$ cat config.mk
export PLATFORM = sky130hd
export DESIGN_NAME = predlogic_unit
export DESIGN_NICKNAME = d
export VERILOG_FILES = /design/src/rtl/predlogic_pkg.sv /design/src/rtl/predlogic_decode.sv /design/src/rtl/predlogic_word.sv /design/src/rtl/predlogic_gtrim.sv /design/src/rtl/predlogic_flagacc.sv /design/src/rtl/predlogic_unit.sv
export SDC_FILE = /design/constraint.sdc
export NUM_CORES = 1
export LEC_CHECK = 0
export BUFFER_PORTS_ARGS = -buffer_cell sky130_fd_sc_hd__buf_4
export CELL_PAD_IN_SITES_DETAIL_PLACEMENT = 0
export CELL_PAD_IN_SITES_GLOBAL_PLACEMENT = 1
export CORE_UTILIZATION = 38
export DETAILED_ROUTE_END_ITERATION = 10
export PLACE_DENSITY_LB_ADDON = 0.1
export SYNTH_ARGS = -nofsm -noshare
export SYNTH_HDL_FRONTEND = slang
export SYNTH_SLANG_ARGS = --single-unit
export TNS_END_PERCENT = 50
$ cat constraint.sdc
create_clock -name clk -period 2.55 [get_ports clk]
set_input_delay 0.1275 -clock clk [delete_from_list [all_inputs] [get_ports clk]]
set_output_delay 0.1275 -clock clk [all_outputs]
set_load 0.01 [all_outputs]
$ cat src/rtl/predlogic_pkg.sv
package predlogic_pkg;
   localparam int WORD_W = 64;
   localparam int SEL_W  = 4;

   localparam logic [7:0] FIX_TOP = 8'h25;
   localparam logic [1:0] FIX_MID = 2'b00;
   localparam logic [1:0] FIX_LOW = 2'b01;

   // {family bit, sub-op pair}
   typedef enum logic [2:0] {
      OP_AND  = 3'b000,
      OP_BIC  = 3'b001,
      OP_EOR  = 3'b010,
      OP_SEL  = 3'b011,
      OP_ORR  = 3'b100,
      OP_ORN  = 3'b101,
      OP_NOR  = 3'b110,
      OP_NAND = 3'b111
   } op_e;

   // one-hot of the highest set bit, zero when none
   function automatic logic [WORD_W-1:0] top_onehot(input logic [WORD_W-1:0] v);
      logic [WORD_W-1:0] r;
      r = '0;
      for (int i = 0; i < WORD_W; i++) begin
         if (v[i]) r = WORD_W'(1) << i;
      end
      return r;
   endfunction
endpackage

$ cat src/rtl/predlogic_decode.sv
module predlogic_decode
   import predlogic_pkg::*;
(
   input  logic [31:0]      insn,
   output op_e              op,
   output logic             set_flags,
   output logic             legal,
   output logic [SEL_W-1:0] d_sel,
   output logic [SEL_W-1:0] a_sel,
   output logic [SEL_W-1:0] b_sel,
   output logic [SEL_W-1:0] g_sel
);
   logic fixed_ok;

   always_comb begin
      fixed_ok  = (insn[31:24] == FIX_TOP) && (insn[21:20] == FIX_MID) &&
                  (insn[15:14] == FIX_LOW);
      op        = op_e'({insn[23], insn[9], insn[4]});
      set_flags = insn[22];
      legal     = fixed_ok && !(set_flags && (op == OP_SEL));
   end

   assign d_sel = insn[3:0];
   assign a_sel = insn[8:5];
   assign g_sel = insn[13:10];
   assign b_sel = insn[19:16];
endmodule

$ cat src/rtl/predlogic_word.sv
module predlogic_word
   import predlogic_pkg::*;
(
   input  op_e               op,
   input  logic [WORD_W-1:0] a,
   input  logic [WORD_W-1:0] b,
   input  logic [WORD_W-1:0] g,
   output logic [WORD_W-1:0] d
);
   always_comb begin
      case (op)
         OP_AND:  d = (a & b) & g;
         OP_BIC:  d = (a & ~b) & g;
         OP_EOR:  d = (a ^ b) & g;
         OP_SEL:  d = (a & g) | (b & ~g);
         OP_ORR:  d = (a | b) & g;
         OP_ORN:  d = (a | ~b) & g;
         OP_NOR:  d = ~(a | b) & g;
         OP_NAND: d = ~(a & b) & g;
         default: d = '0;
      endcase
   end
endmodule

$ cat src/rtl/predlogic_gtrim.sv
module predlogic_gtrim
   import predlogic_pkg::*;
#(
   parameter int PRED_BITS = 80,
   parameter int IDX_W     = 1
)(
   input  logic [IDX_W-1:0]  idx,
   input  logic [WORD_W-1:0] g_raw,
   output logic [WORD_W-1:0] g_eff
);
   localparam int NWORDS = (PRED_BITS + WORD_W - 1) / WORD_W;
   localparam int TAIL   = PRED_BITS % WORD_W;

   generate
      if (TAIL == 0) begin : g_full
         assign g_eff = g_raw;
      end else begin : g_part
         localparam logic [WORD_W-1:0] KEEP = {{(WORD_W-TAIL){1'b0}}, {TAIL{1'b1}}};
         localparam logic [IDX_W-1:0]  LAST = IDX_W'(NWORDS - 1);
         assign g_eff = (idx == LAST) ? (g_raw & KEEP) : g_raw;
      end
   endgenerate
endmodule

$ cat src/rtl/predlogic_flagacc.sv
module predlogic_flagacc
   import predlogic_pkg::*;
(
   input  logic              clk,
   input  logic              rst_n,
   input  logic              clear,
   input  logic              step,
   input  logic [WORD_W-1:0] gw,
   input  logic [WORD_W-1:0] dw,
   output logic              fin_n,
   output logic              fin_z,
   output logic              fin_c
);
   logic seen_q, n_q, c_q, any_q;
   logic seen_d, n_d, c_d, any_d;
   logic g_any, first_b, last_b;
   logic [WORD_W-1:0] low_g, high_g;

   always_comb begin
      g_any   = |gw;
      low_g   = gw & (~gw + WORD_W'(1));
      high_g  = top_onehot(gw);
      first_b = |(dw & low_g);
      last_b  = |(dw & high_g);
      seen_d  = seen_q | g_any;
      n_d     = (!seen_q && g_any) ? first_b : n_q;
      c_d     = g_any ? !last_b : c_q;
      any_d   = any_q | (|dw);
      fin_n   = seen_d ? n_d : 1'b0;
      fin_c   = seen_d ? c_d : 1'b1;
      fin_z   = !any_d;
   end

   always_ff @(posedge clk or negedge rst_n) begin
      if (!rst_n) begin
         seen_q <= 1'b0; n_q <= 1'b0; c_q <= 1'b1; any_q <= 1'b0;
      end else if (clear) begin
         seen_q <= 1'b0; n_q <= 1'b0; c_q <= 1'b1; any_q <= 1'b0;
      end else if (step) begin
         seen_q <= seen_d; n_q <= n_d; c_q <= c_d; any_q <= any_d;
      end
   end
endmodule

$ cat src/rtl/predlogic_unit.sv
module predlogic_unit
   import predlogic_pkg::*;
#(
   parameter int PRED_BITS = 80,
   localparam int NWORDS   = (PRED_BITS + WORD_W - 1) / WORD_W,
   localparam int IDX_W    = (NWORDS > 1) ? $clog2(NWORDS) : 1
)(
   input  logic              clk,
   input  logic              rst_n,
   input  logic              start,
   input  logic [31:0]       insn,
   output logic              busy,
   output logic              done,
   output logic              illegal,
   output logic [IDX_W-1:0]  rf_word,
   output logic [SEL_W-1:0]  rf_a_sel,
   output logic [SEL_W-1:0]  rf_b_sel,
   output logic [SEL_W-1:0]  rf_g_sel,
   input  logic [WORD_W-1:0] rf_a_data,
   input  logic [WORD_W-1:0] rf_b_data,
   input  logic [WORD_W-1:0] rf_g_data,
   output logic              wr_en,
   output logic [SEL_W-1:0]  wr_sel,
   output logic [WORD_W-1:0] wr_data,
   output logic              flag_n,
   output logic              flag_z,
   output logic              flag_c,
   output logic              flag_v
);
   localparam logic [IDX_W-1:0] LAST_IDX = IDX_W'(NWORDS - 1);

   generate
      if (PRED_BITS < 1 || PRED_BITS > 2048) begin : g_bad_len
         $error("predlogic_unit: PRED_BITS must lie in 1..2048");
      end
   endgenerate

   op_e              dec_op, op_q;
   logic             dec_setf, dec_legal, setf_q;
   logic [SEL_W-1:0] dec_d, dec_a, dec_b, dec_g;
   logic [SEL_W-1:0] d_q, a_q, b_q, g_q;
   logic             run_q, done_q, illegal_q;
   logic [IDX_W-1:0] idx_q;
   logic             fn_q, fz_q, fc_q;
   logic             accept;
   logic [WORD_W-1:0] g_eff, d_word;
   logic             fin_n, fin_z, fin_c;

   predlogic_decode u_dec (
      .insn(insn), .op(dec_op), .set_flags(dec_setf), .legal(dec_legal),
      .d_sel(dec_d), .a_sel(dec_a), .b_sel(dec_b), .g_sel(dec_g)
   );

   predlogic_gtrim #(.PRED_BITS(PRED_BITS), .IDX_W(IDX_W)) u_trim (
      .idx(idx_q), .g_raw(rf_g_data), .g_eff(g_eff)
   );

   predlogic_word u_word (
      .op(op_q), .a(rf_a_data), .b(rf_b_data), .g(g_eff), .d(d_word)
   );

   predlogic_flagacc u_flags (
      .clk(clk), .rst_n(rst_n), .clear(accept), .step(run_q),
      .gw(g_eff), .dw(d_word), .fin_n(fin_n), .fin_z(fin_z), .fin_c(fin_c)
   );

   assign accept = start && !run_q;

   always_ff @(posedge clk or negedge rst_n) begin
      if (!rst_n) begin
         run_q     <= 1'b0;
         done_q    <= 1'b0;
         illegal_q <= 1'b0;
         idx_q     <= '0;
         op_q      <= OP_AND;
         setf_q    <= 1'b0;
         d_q       <= '0;
         a_q       <= '0;
         b_q       <= '0;
         g_q       <= '0;
         fn_q      <= 1'b0;
         fz_q      <= 1'b0;
         fc_q      <= 1'b0;
      end else begin
         done_q    <= 1'b0;
         illegal_q <= 1'b0;
         if (accept) begin
            if (dec_legal) begin
               run_q  <= 1'b1;
               idx_q  <= '0;
               op_q   <= dec_op;
               setf_q <= dec_setf;
               d_q    <= dec_d;
               a_q    <= dec_a;
               b_q    <= dec_b;
               g_q    <= dec_g;
            end else begin
               illegal_q <= 1'b1;
            end
         end else if (run_q) begin
            idx_q <= idx_q + IDX_W'(1);
            if (idx_q == LAST_IDX) begin
               run_q  <= 1'b0;
               done_q <= 1'b1;
               if (setf_q) begin
                  fn_q <= fin_n;
                  fz_q <= fin_z;
                  fc_q <= fin_c;
               end
            end
         end
      end
   end

   assign busy     = run_q;
   assign done     = done_q;
   assign illegal  = illegal_q;
   assign rf_word  = idx_q;
   assign rf_a_sel = a_q;
   assign rf_b_sel = b_q;
   assign rf_g_sel = g_q;
   assign wr_en    = run_q;
   assign wr_sel   = d_q;
   assign wr_data  = d_word;
   assign flag_n   = fn_q;
   assign flag_z   = fz_q;
   assign flag_c   = fc_q;
   assign flag_v   = 1'b0;
endmodule

==> summary.txt <==
CP arrival -> 3.63 ns
Cells after Synth -> 1,892
First DRT Iteration DRCs -> 1,614
Syn_nets -> 2,375
Worst Hold Class -> input port to flip-flop
Largest net degree at the start of global routing -> 32
Register area -> 792.0 um^2
Synthesized flop and latch total -> 31
Crit Path Class -> flip-flop to flip-flop
PwrDens -> 214.5 mW/mm^2
Most common cell after layout, fill and taps aside -> buf_4
Die width -> 196.5 um
CTS tree -> built
Via count -> 19,980
Yosys cell types -> 95
Crit-path max FO -> 11
Cell Area, Synth -> 0.01437 mm^2
Root Driver -> clkbuf_16
Final setup viols -> 37
Die H -> 196.5 um
Initial Utilization -> 38.97%
Site row count -> 70
CTS sink cnt -> 31
Io pins -> 316
Count of final hold-check violations -> 0
Top_reg_cell synth -> dfrtp_1
Area Growth Syn to Fin -> 73.38%
Ys Warns -> 0
VDD IR max -> 0.0004131 V
Setup TNS -> -9.244 ns
Clock insertion delay at the later pin of the skew report -> 0.28 ns
Drt wl/cell -> 24.36 um
Capturing element type of the critical path -> flip-flop
H-tree depth -> 2
Final worst slack -> -0.9439 ns
Detailed Route WL -> 83.23 mm
Post-synth EDFFs -> 0
Overflow after GRT -> 0
Final Skew -> 0.003785 ns
Setup repair after global routing missed its margin -> true
Share of layout cells above drive strength 1 -> 48.27%
TritonRoute pass-1 iters -> 5
CP most frequent cell -> buf_4
Critical Path RT -> 2.69 ns
Filler Cells Inserted -> 3,092
CP top delay family -> simple AND/OR/NAND/NOR gates
Worst hold margin -> 0.07584 ns
CTS buffer count -> 5
Sequential fraction of the synthesis area -> 5.407%
Worst-margin pin slew -> 0.6264 ns
Port buffer count -> 314
Finished Core Util -> 67.57%
Vias in the first global route -> 19,590
Drt drc -> 0
DP HPWL -> 67.66 mm
Min Tclk post-route -> 3.494 ns
ANT nets after route -> 0
Clk pin slew, worst setup/hold paths -> 0.06 ns
Failing checks -> setup timing
RD Place Congestion -> 1.039
Die area -> 0.03860 mm^2
Synth area leaders -> ha_1 (22%), mux2i_1 (7.2%), dfrtp_1 (5.2%)
Async set-reset flop share out of synthesis -> 100.0%
Non-Filler Instances -> 3,417
Yosys top cell by area -> ha_1
Critical-path cell list -> buf_4 -> nand2_2 -> buf_8 -> buf_4 -> o221ai_2 -> and2_4 -> or4_4 -> nor4b_4 -> nand4b_1 -> nor4_4 -> mux2i_1
Design area -> 0.02492 mm^2
Tot Pwr -> 5.345 mW
Leakage -> 12.58 nW
Multi-input gate area -> 0.01350 mm^2
Antenna diode count -> 0
Core ar. -> 0.03687 mm^2
CP peak stage delay -> 0.58 ns
Period utilization -> 137.0%
Commonest non-fill, non-tap cells in the layout -> buf_4 (1,039), ha_1 (256), inv_1 (147)
Final #Nets -> 3,395
Clk buf depth -> 2
Initial antenna violation count -> 2
Worst setup SP type -> flip-flop
Final slew viol count -> 0
Slew headroom -> 57.69%
Buffers & Inverters on Critical Path -> 3
Slowest cell on the critical path -> dfrtp_4
Achievable frequency -> 286.2 MHz
First-pass GRT wire length -> 117.7 mm
Maxcap violations -> 0
Avg Vias per Cell -> 5.848
Placed inst area -> 0.02265 mm^2
Outcome -> finished, violations left
Syn avg cell area -> 7.595 um^2
Placed insts -> 3,343
Overall routing resource usage -> 40.35%
DP Worst Slack -> -1.358 ns
Share of the synthesized area in the top cell type -> 22.29%
[sequential cells by signal, indices dropped and copies added (netlist names)]
register / cells
wr_sel: 4
setf_q: 1
rf_g_sel: 4
u_flags.seen_q: 1
rf_word: 1
rf_a_sel: 4
u_flags.any_q: 1
illegal: 1
flag_z: 1
u_flags.n_q: 1
flag_n: 1
done: 1
op_q: 3
u_flags.c_q: 1
busy: 1
flag_c: 1
rf_b_sel: 4
[report_power, final]
part	total [mW]	leakage, nW	switching [mW]	internal, mW
logic	4.18	12.1	2.09	2.09
registers	0.509	0.405	0.00965	0.499
clock network	0.658	0.0761	0.243	0.416
[worst paths after layout]
| kind | start | endpoint | slack [ns] | depth (start not counted) |
|---|---|---|---|---|
| min | insn[8] | rf_a_sel[3] | 0.08 | 2 |
| max in group asynchronous | rst_n | op_q[0] | 1.87 | 2 |
| min in group asynchronous | rst_n | rf_a_sel[0] | 0.33 | 2 |
| min reg2reg | wr_sel[1] | wr_sel[1] | 0.51 | 1 |
| max | op_q[1] | u_flags.any_q | -0.94 | 11 |
| max reg2reg | op_q[1] | u_flags.any_q | -0.94 | 11 |
[per-layer routing]
layer / vias up / track usage [%] / part of all wire [%]
met1: 9710 / 51.01 / 40
met2: 1039 / 68.58 / 46
met5: - / 0 / 0
met4: 0 / 19.24 / 5.9
met3: 232 / 4.021 / 7.6
li1: 9000 / - / -
[cells in the mapped netlist (all sizes together) (21+ instances only)]
cell      n
a211oi   21
ha      256
a21oi    94
nand2   110
xnor2    31
o21ai   100
buf      99
nor3     40
mux2i   104
a31oi    26
nand2b   62
or3      26
nor2    150
o22ai    39
inv     151
nor4     56
dfrtp    30
nand3    33
nor2b    37
mux2     56
[worst register-to-register path, stage by stage (launching register included)]
cell and delay (ns):
dfrtp_4 0.58, buf_4 0.21, nand2_2 0.09, buf_8 0.15
buf_4 0.25, o221ai_2 0.15, and2_4 0.19, or4_4 0.55
nor4b_4 0.38, nand4b_1 0.24, nor4_4 0.42, mux2i_1 0.14
[layout make-up]
| type | instances | area share [%] |
|---|---|---|
| flip-flops and latches | 31 | 3.179 |
| multi-input cells | 1591 | 54.19 |
| clock buffers | 7 | 0.6127 |
| inverters | 151 | 2.330 |
| repair buffers | 1132 | 37.13 |
| clock inverters | 1 | 0.03013 |
| well taps | 504 | 2.531 |
[logic make-up after synthesis]
| kind of cell | synth area share, % |
|---|---|
| buffers and inverters | 8.916 |
| muxes | 12.73 |
| and+or+nand+nor | 23.34 |
| adders and majority gates | 22.29 |
| xor gates and xnor gates | 2.986 |
| AOI/OAI and AO/OA | 24.30 |
| other | 0.02610 |
| DFF | 5.407 |
[what timing repair did]
item | CTS | global route
gates cloned | 1 | 5
buffers inserted | 24 | 38
gates resized for setup | 143 | 201
pin swaps | 18 | 68
setup endpoints to repair | 55 | 60
endpoints found under the hold margin | 30 | 0
hold buffers | 1 | 0
Power figures use the tool's default switching activity.
